### src/rtl/res_lock_pkg.sv
package res_lock_pkg;
  typedef enum logic {
    OPEN   = 1'b0,
    FROZEN = 1'b1
  } lock_state_t;
endpackage

### src/rtl/res_byte_pack.sv
module res_byte_pack #(
  parameter int RES_W  = 10,
  parameter int BYTE_W = 8
) (
  input  logic [RES_W-1:0]  res,
  input  logic              left_adj,
  output logic [BYTE_W-1:0] hi,
  output logic [BYTE_W-1:0] lo
);
  localparam int EXTRA = RES_W - BYTE_W;

  always_comb begin
    hi = '0;
    lo = '0;
    if (left_adj) begin
      for (int i = 0; i < BYTE_W; i++) hi[i] = res[i+EXTRA];
      for (int i = 0; i < EXTRA; i++) lo[i+BYTE_W-EXTRA] = res[i];
    end else begin
      for (int i = 0; i < BYTE_W; i++) lo[i] = res[i];
      for (int i = 0; i < EXTRA; i++) hi[i] = res[i+BYTE_W];
    end
  end
endmodule

### src/rtl/res_lock_fsm.sv
module res_lock_fsm
  import res_lock_pkg::*;
(
  input  logic        clk,
  input  logic        rst,
  input  logic        res_valid,
  input  logic        rd_lo,
  input  logic        rd_hi,
  output lock_state_t state,
  output logic        accept
);
  always_ff @(posedge clk) begin
    if (rst) state <= OPEN;
    else if (rd_hi) state <= OPEN;
    else if (rd_lo) state <= FROZEN;
  end

  assign accept = res_valid && (state == OPEN) && !rd_lo && !rd_hi;

  assert_lo_freezes_R4: assert property (@(posedge clk) disable iff (rst)
    (rd_lo && !rd_hi) |=> state == FROZEN);
  assert_hi_opens_R5: assert property (@(posedge clk) disable iff (rst)
    rd_hi |=> state == OPEN);
  assert_hi_only_open_R7: assert property (@(posedge clk) disable iff (rst)
    (state == OPEN && !rd_lo) |=> state == OPEN);
endmodule

### src/rtl/res_split_lock.sv
module res_split_lock
  import res_lock_pkg::*;
#(
  parameter int RES_W  = 10,
  parameter int BYTE_W = 8
) (
  input  logic              clk,
  input  logic              rst,
  input  logic              res_valid,
  input  logic [RES_W-1:0]  res_data,
  input  logic              left_adj,
  input  logic              rd_lo,
  input  logic              rd_hi,
  output logic [BYTE_W-1:0] byte_lo,
  output logic [BYTE_W-1:0] byte_hi,
  output logic              irq_set
);
  localparam int EXTRA = RES_W - BYTE_W;

  lock_state_t       state;
  logic              accept;
  logic [BYTE_W-1:0] pk_hi, pk_lo;

  res_lock_fsm i_fsm (
    .clk(clk), .rst(rst), .res_valid(res_valid),
    .rd_lo(rd_lo), .rd_hi(rd_hi), .state(state), .accept(accept)
  );

  res_byte_pack #(.RES_W(RES_W), .BYTE_W(BYTE_W)) i_pack (
    .res(res_data), .left_adj(left_adj), .hi(pk_hi), .lo(pk_lo)
  );

  always_ff @(posedge clk) begin
    if (rst) begin
      byte_lo <= '0;
      byte_hi <= '0;
      irq_set <= 1'b0;
    end else begin
      irq_set <= res_valid;
      if (accept) begin
        byte_lo <= pk_lo;
        byte_hi <= pk_hi;
      end
    end
  end

  assert_frozen_hold_R4: assert property (@(posedge clk) disable iff (rst)
    (state == FROZEN && res_valid) |=> ($stable(byte_lo) && $stable(byte_hi)));
  assert_irq_every_R6: assert property (@(posedge clk) disable iff (rst)
    res_valid |=> irq_set);
  assert_irq_quiet_R6: assert property (@(posedge clk) disable iff (rst)
    !res_valid |=> !irq_set);
  assert_read_drop_R8: assert property (@(posedge clk) disable iff (rst)
    (rd_lo || rd_hi) |=> ($stable(byte_lo) && $stable(byte_hi)));
  assert_fmt_left_R3: assert property (@(posedge clk) disable iff (rst)
    (accept && left_adj) |=> byte_hi == $past(res_data[RES_W-1 -: BYTE_W]));
  assert_fmt_right_R2: assert property (@(posedge clk) disable iff (rst)
    (accept && !left_adj) |=> (byte_lo == $past(res_data[BYTE_W-1:0])
                               && byte_hi[BYTE_W-1:EXTRA] == '0));
endmodule

### config.mk
export PLATFORM = sky130hd
export DESIGN_NAME = res_split_lock
export DESIGN_NICKNAME = d
export VERILOG_FILES = /design/src/rtl/res_lock_pkg.sv /design/src/rtl/res_byte_pack.sv /design/src/rtl/res_lock_fsm.sv /design/src/rtl/res_split_lock.sv
export SDC_FILE = /design/constraint.sdc
export NUM_CORES = 1
export LEC_CHECK = 0
export BUFFER_PORTS_ARGS = -buffer_cell sky130_fd_sc_hd__buf_2
export CAP_MARGIN = 20
export CORE_MARGIN = 8
export CORE_UTILIZATION = 42
export CTS_CLUSTER_DIAMETER = 30
export DETAILED_ROUTE_END_ITERATION = 8
export PLACE_DENSITY = 0.73
export SYNTH_ARGS = -nofsm -noshare
export SYNTH_HDL_FRONTEND = slang
export SYNTH_SLANG_ARGS = --single-unit
### constraint.sdc
create_clock -name clk -period 3.65 [get_ports clk]
set_input_delay 0.1825 -clock clk [delete_from_list [all_inputs] [get_ports clk]]
set_output_delay 0.1825 -clock clk [all_outputs]
set_load 0.03 [all_outputs]
==> metrics, run 1 <==
status finished, final reports clean; H-Tree Depth 1; top post-synthesis cells by count dfxtp_1 (18), a21oi_1 (12), nand2_1 (12), nand3_1 (6), nand3b_1 (6); CTS Buffer Depth 2; Synth area leaders dfxtp_1 (49%), a21oi_1 (8.2%), a211oi_2 (6.8%), nand2_1 (6.2%), nand3b_1 (6.2%); EDFF count, synth 0; CP Data Required Time about 3.9 ns; first-pass GRT wire length approximately 2700 um; power density cells a little over 400 nW/um2; Clock Pin Slew Worst Setup and Hold Paths 0.10 ns; clock tree sinks 18; Tcrit/Tclk final a little under half; TritonCTS clock tree done; main flop type after synthesis dfxtp_1; reg2reg path depth 3; placer congestion estimate about 0.76; via count approximately 650; Clock power frac 31.6%; PostCTS Resize Cnt 0; total stage count of the critical path 3; Residual DRC 0; Buf+Inv Stages, Crit Path 0; Die Area around 3300 um2; internal power between 0.0002 and 0.0003 W; iteration count of the initial detailed-routing pass 6; Max-Cap Viols 0; grt total ovfl 0; # Post-CTS Setup Buffers 0; crit-path max FO 20; Yosys warning total 0; combinational group share of total power between 10 and 15%; sequential cell fraction of total power around 55%; switch share between 20 and 25%; Clock Skew 0.003327 ns; share of the synthesized area in the top cell type between 40% and 50%; Area Growth Syn to Fin 25.34%; dpl cells between 100 and 150; Worst Setup Path Type reg -> reg; Slowest-stage cell, CP nor4b_4; Psw between 0.00009 and 0.0001 W; Final Non-Filler Cells approximately 120; crit end category register; dpl ws 2.004 ns; Core Region about 1700 um2; asr flop ratio synth 0%; Worst path max stage delay just under 0.9 ns; Max Freq 605.5 MHz; worst vdd ir 0.2613 mV; Worst setup SP type register; fraction of layout cells with a size suffix above 1 between 30 and 40%; setup TNS 0 ns; PnR worst setup slack 1.998 ns; minimum clock period ~1.7 ns; # IOs 33; GRT Total Usage about a tenth; Final HPWL DP between 1000 and 1500 um; worst hold path depth 2; Slew Viols, Final 0; most frequent cell after synthesis dfxtp_1; drt wl/cell between 10 and 15 um; delay-heaviest family, CP simple AND/OR/NAND/NOR gates; Avg Synthesized Cell Area 9.368 um2; Die Span X 57.71 um; Netlist cell types 16; Syn Nets 94; row cnt 15; Worst slew margin between 30% and 40%; PortBufs 32; cell breakdown of the critical path nor4b_4, nand3_1, a21oi_1; RSZ-0062 raised after global routing false; Seq/Total Area, Yosys ~49%; DRT antenna net count 0; initial drt markers 3; Final nets 124; Slew @ Worst Pin around 0.98 ns; largest area contributor in the netlist dfxtp_1; Final Hold Vio Count 0; DR vias/cell 5.234; final wirelength 1635 um; # setup viols final 0; Starting Density 43.26%; largest net degree at the start of global routing 21; Synth Register Bits 18; Inserted Clock Buffers 3; vias in the first global route slightly above 600; clock latency on the worst-skew pair slightly below 0.3 ns; Hold Path Class in -> reg; initial antenna violation count 0; CTS Hold Buffers Added 0; Antenna Cells 0; P_leak around 0.40 nW; root buffer cell clkbuf_4; Arrival @ worst endpoint ~1.9 ns; Gate Count Post-Synth slightly below 80; Post-Syn Area 730.7 um2; Die Y-Extent between 50 and 60 um
## final timing paths
check | end | slack (ns) | startpoint
worst max-delay path | byte_hi[3] | 2.00 | i_fsm.state
worst min register to register | byte_lo[5] | 0.45 | byte_lo[5]
worst max register to register | byte_hi[3] | 2.00 | i_fsm.state
worst min-delay path | i_fsm.state | 0.12 | rd_hi
## worst register-to-register path: stages (launching register included)
cell and delay [ns]:
dfxtp_1 0.36, nor4b_4 0.88, nand3_1 0.18, a21oi_1 0.17
## placed cells by master, fill, tap and decap left out
cell / n
a211oi_2: 4
a21oi_1: 12
buf_2: 32
clkbuf_4: 3
clkbuf_8: 1
dfxtp_1: 18
mux2i_1: 4
nand2_1: 12
nand3_1: 6
nand3b_1: 6
nor2_1: 5
nor2b_1: 1
nor3_1: 1
nor4b_4: 1
or4b_4: 1
## cells by family (layout without fill, tap and decap cells)
kind of cell	count (synthesis)	count (layout)	share of synthesized area, %
AND/OR/NAND/NOR	33	33	24.48
flip-flops	18	18	49.32
multiplexers	4	4	5.480
buffers and inverters	7	36	5.651
AO/OA/AOI/OAI	16	16	15.07
## layer usage
| layer | global-route usage (%) | wire [um] | up-vias | share of wire [%] |
|---|---|---|---|---|
| met3 | 2.870 | 133 | 4 | 8.1 |
| li1 | - | - | 329 | - |
| met2 | 15.76 | 721 | 30 | 44 |
| met1 | 12.31 | 749 | 286 | 46 |
| met4 | 7.343 | 30 | 0 | 1.8 |
| met5 | 0 | 0 | - | 0 |
## power groups by stage
| stage | registers [W] | clock network, W | logic, W |
|---|---|---|---|
| 3_3_place_gp | 0.000209 | 0 | 0.0000511 |
| 3_5_place_dp | 0.000210 | 0 | 0.0000519 |
| 2_1_floorplan | 0.000220 | 0 | 0.0000238 |
| 5_1_grt | 0.000206 | 0.000132 | 0.0000560 |
| 4_1_cts | 0.000205 | 0.000124 | 0.0000520 |
| 6_report | 0.000205 | 0.000118 | 0.0000516 |
## state kept, by name (all words and copies together), names as in the netlist
register	cells
byte_hi	8
irq_set	1
byte_lo	8
i_fsm.state	1
## metrics by stage
stage	util, %	area [um2]	hold WS (ns)	total power, W
3_5_place_dp	52.07	879.6	0.4243	0.0002616
4_1_cts	54.22	915.9	0.1108	0.0003814
2_1_floorplan	-	730.7	0.2618	0.0002439
5_1_grt	54.22	915.9	0.1128	0.0003941
3_3_place_gp	52.07	879.6	0.4135	0.0002606
6_report	54.22	915.9	0.1181	0.0003750
## area by class of cell
cell class / count / area, um2
clock buffers: 4 / 36.28
fillers: 179 / 773.2
well taps: 17 / 21.27
multi-input cells: 53 / 337.8
repair buffers: 32 / 160.2
flip-flops and latches: 18 / 360.3
(Power assumes the default switching activity.)
==> run 2, diff against run 1 <==
Settings changed: ABC_AREA from default to 1, PLACE_DENSITY 0.73 to 0.71.
Clock period 3.65 ns to 1.7 ns, I/O delays scaled along.
==> metrics, run 2 <==
Antenna Cells 0 (unchanged); CTS Buffer Depth 2 (unchanged); placer congestion estimate 0.7431 (was 0.7595); DR vias/cell 4.394 (was 5.234); Slew @ Worst Pin 0.4623 ns (was 0.9843 ns); Top Layer Used met4 (unchanged); Residual DRC 0 (unchanged); Yosys warning total 0 (unchanged); slack of the worst reg-to-reg path 0.34 ns (was 2.00 ns); Clock Pin Slew Worst Setup and Hold Paths 0.11 ns (was 0.10 ns); Final HPWL DP 1451 um (was 1254 um); clock latency on the worst-skew pair 0.29 ns (about the same); drt wl/cell 10.38 um (was 13.19 um); most common cell after layout, fill and taps aside nand2_1 (was buf_2); # Post-CTS Setup Buffers 0 (unchanged); Max-Cap Viols 0 (unchanged); Arrival @ worst endpoint 1.59 ns (was 1.87 ns); Syn Nets 144 (was 94); worst vdd ir 0.4692 mV (was 0.2613 mV); Worst slew margin 69.15% (was 34.10%); root buffer cell clkbuf_4 (unchanged); Max Freq 736.5 MHz (was 605.5 MHz); largest area contributor in the netlist dfxtp_1 (unchanged); fraction of layout cells with a size suffix above 1 24.84% (was 39.25%); Routed met1 length 983 um (was 749 um); area post-placement 988.4 um2 (was 879.6 um2); top flop regs byte_hi x8, byte_lo x8 (unchanged); Synth Register Bits 18 (unchanged); final wirelength 1951 um (was 1635 um); iteration count of the initial detailed-routing pass 4 (was 6); asr flop ratio synth 0% (unchanged); via count 826 (was 649); first-pass GRT wire length 3263 um (was 2732 um); DR WL met2 880 um (was 721 um); Seq/Total Area, Yosys 44.24% (was 49.32%); Post-Syn Area 814.5 um2 (was 730.7 um2); Synth area leaders dfxtp_1 (44%), nand2_1 (20%), nor2_1 (11%), a21oi_1 (6.1%), nand3_1 (6.1%) (was dfxtp_1 (49%), a21oi_1 (8.2%), a211oi_2 (6.8%), nand2_1 (6.2%), nand3b_1 (6.2%)); initial drt markers 14 (was 3); share of the synthesized area in the top cell type 44.24% (was 49.32%); main flop type after synthesis dfxtp_1 (unchanged); vias in the first global route 768 (was 612); Worst Setup Path Type reg -> reg (unchanged); final worst hold slack 0.008285 ns (was 0.1181 ns); minimum clock period 1.358 ns (was 1.652 ns); Die Area 3605 um2 (was 3330 um2); power density cells 860.1 nW/um2 (was 409.5 nW/um2); Gate Count Post-Synth 128 (was 78); Final Hold Vio Count 0 (unchanged); Inserted Clock Buffers 3 (unchanged); Avg Synthesized Cell Area 6.364 um2 (was 9.368 um2); PortBufs 32 (unchanged); TritonCTS clock tree done (unchanged); Die Span X 60.04 um (was 57.71 um); metal3 WL 77 um (was 133 um); Worst R2R End byte_lo[7] (was byte_hi[3]); Slew Viols, Final 0 (unchanged); Worst setup SP type register (unchanged); largest net degree at the start of global routing 21 (unchanged); EDFF count, synth 0 (unchanged); setup TNS 0 ns (unchanged); Netlist cell types 11 (was 16); H-Tree Depth 1 (unchanged); clock tree sinks 18 (unchanged); crit-path max FO 12 (was 20); status finished, final reports clean (unchanged); CP Data Required Time 1.94 ns (was 3.87 ns); row cnt 16 (was 15); top post-synthesis cells by count nand2_1 (44), nor2_1 (24), dfxtp_1 (18) (was dfxtp_1 (18), a21oi_1 (12), nand2_1 (12), nand3_1 (6), nand3b_1 (6)); initial antenna violation count 0 (unchanged); design area 1045 um2 (was 915.9 um2); Worst path max stage delay 0.35 ns (was 0.88 ns); DRT antenna net count 0 (unchanged); grt total ovfl 0 (unchanged); P_leak 0.5825 nW (was 0.3992 nW); cell breakdown of the critical path nor2_2, nand2_1, nand2_1, nand2_1, nor2_1 (was nor4b_4, nand3_1, a21oi_1); Tcrit/Tclk final 79.87% (was 45.25%); Die Y-Extent 60.04 um (was 57.71 um); Area Growth Syn to Fin 28.26% (was 25.34%); hold path endpoint irq_set (was i_fsm.state); RSZ-0062 raised after global routing false (unchanged); # setup viols final 0 (unchanged); Hold Path Class in -> reg (unchanged); commonest non-fill, non-tap cells in the layout nand2_1 (44), buf_2 (32), nor2_1 (24), dfxtp_1 (18) (was buf_2 (32), dfxtp_1 (18), nand2_1 (12), a21oi_1 (12)); Core Region 1902 um2 (was 1689 um2); crit end category register (unchanged); GRT Total Usage 11.65% (was 10.37%); most frequent cell after synthesis nand2_1 (was dfxtp_1); total power 0.0008986 W (was 0.0003750 W); # IOs 33 (unchanged); worst r2r src i_fsm.state (unchanged); reg2reg path depth 5 (was 3); Starting Density 42.83% (was 43.26%); worst hold path depth 3 (was 2); Clock Skew 0.004021 ns (was 0.003327 ns); Slowest-stage cell, CP nor2_2 (was nor4b_4); Final nets 178 (was 124); Crit path top cell by count nand2_1; HP Start res_valid (was rd_hi)
[run 2: cell types whose count changed after synthesis, sizes merged, moves of 2 or more]
cell,before,now
a211oi,4,0
inv,0,10
nor2,5,26
nand2,12,44
buf,5,7
mux2i,4,0
nand3b,6,0
nand3,6,10
clkbuf,2,0
a21oi,12,10
[run 2: routing by layer]
layer	vias to the layer above	global-route usage, %
met4	0	5.102
li1	455	-
met1	352	15.22
met5	-	0
met3	2	2.796
met2	17	17.54
[run 2: logic make-up (layout without fill, tap and decap cells)]
group,after synthesis,count (layout),synth area share [%]
buf+inv,18,51,9.370
simple gates,81,81,39.63
flops,18,18,44.24
compound gates,11,11,6.758
[run 2: stage by stage]
stage	std cells	utilization [%]	worst slack, ns
final	188	54.93	0.3423
after global routing	188	54.93	0.1413
after CTS	188	54.93	0.3226
after detailed placement	182	51.97	0.3543
after global placement	182	51.97	0.3884
after floorplan	128	-	0.7807
[run 2: what timing repair did]
item | in CTS | in global routing
hold endpoints to repair | 2 | 0
hold buffers | 2 | 0
gates resized for setup | 0 | 0
[run 2: worst max path at each step]
stage                      from         end  cells after the start
global placement    i_fsm.state  byte_hi[0]                      4
CTS                 i_fsm.state  byte_lo[7]                      5
global route        i_fsm.state  byte_lo[7]                      5
finish              i_fsm.state  byte_lo[7]                      5
floorplan           i_fsm.state  byte_hi[0]                      5
detailed placement  i_fsm.state  byte_hi[0]                      5
[run 2: cell type report]
class,instances,area [um2]
inverters,11,41.29
well taps,27,33.78
repair buffers,36,195.2
flip-flops and latches,18,360.3
clock buffers,4,36.28
fillers,198,857.1
multi-input cells,92,377.9
[run 2: worst max-delay path, delay by kind of cell (launching register included)]
| family | cells | cell delay, ns |
|---|---|---|
| DFF | 1 | 0.32 |
| and+or+nand+nor | 5 | 0.97 |
[run 2: power by group]
part	leakage (nW)	internal, W	total, W	switching, W
clock network	0.0210	0.000130	0.000268	0.000137
logic	0.414	0.0000605	0.000178	0.000118
registers	0.147	0.000443	0.000453	0.00000968
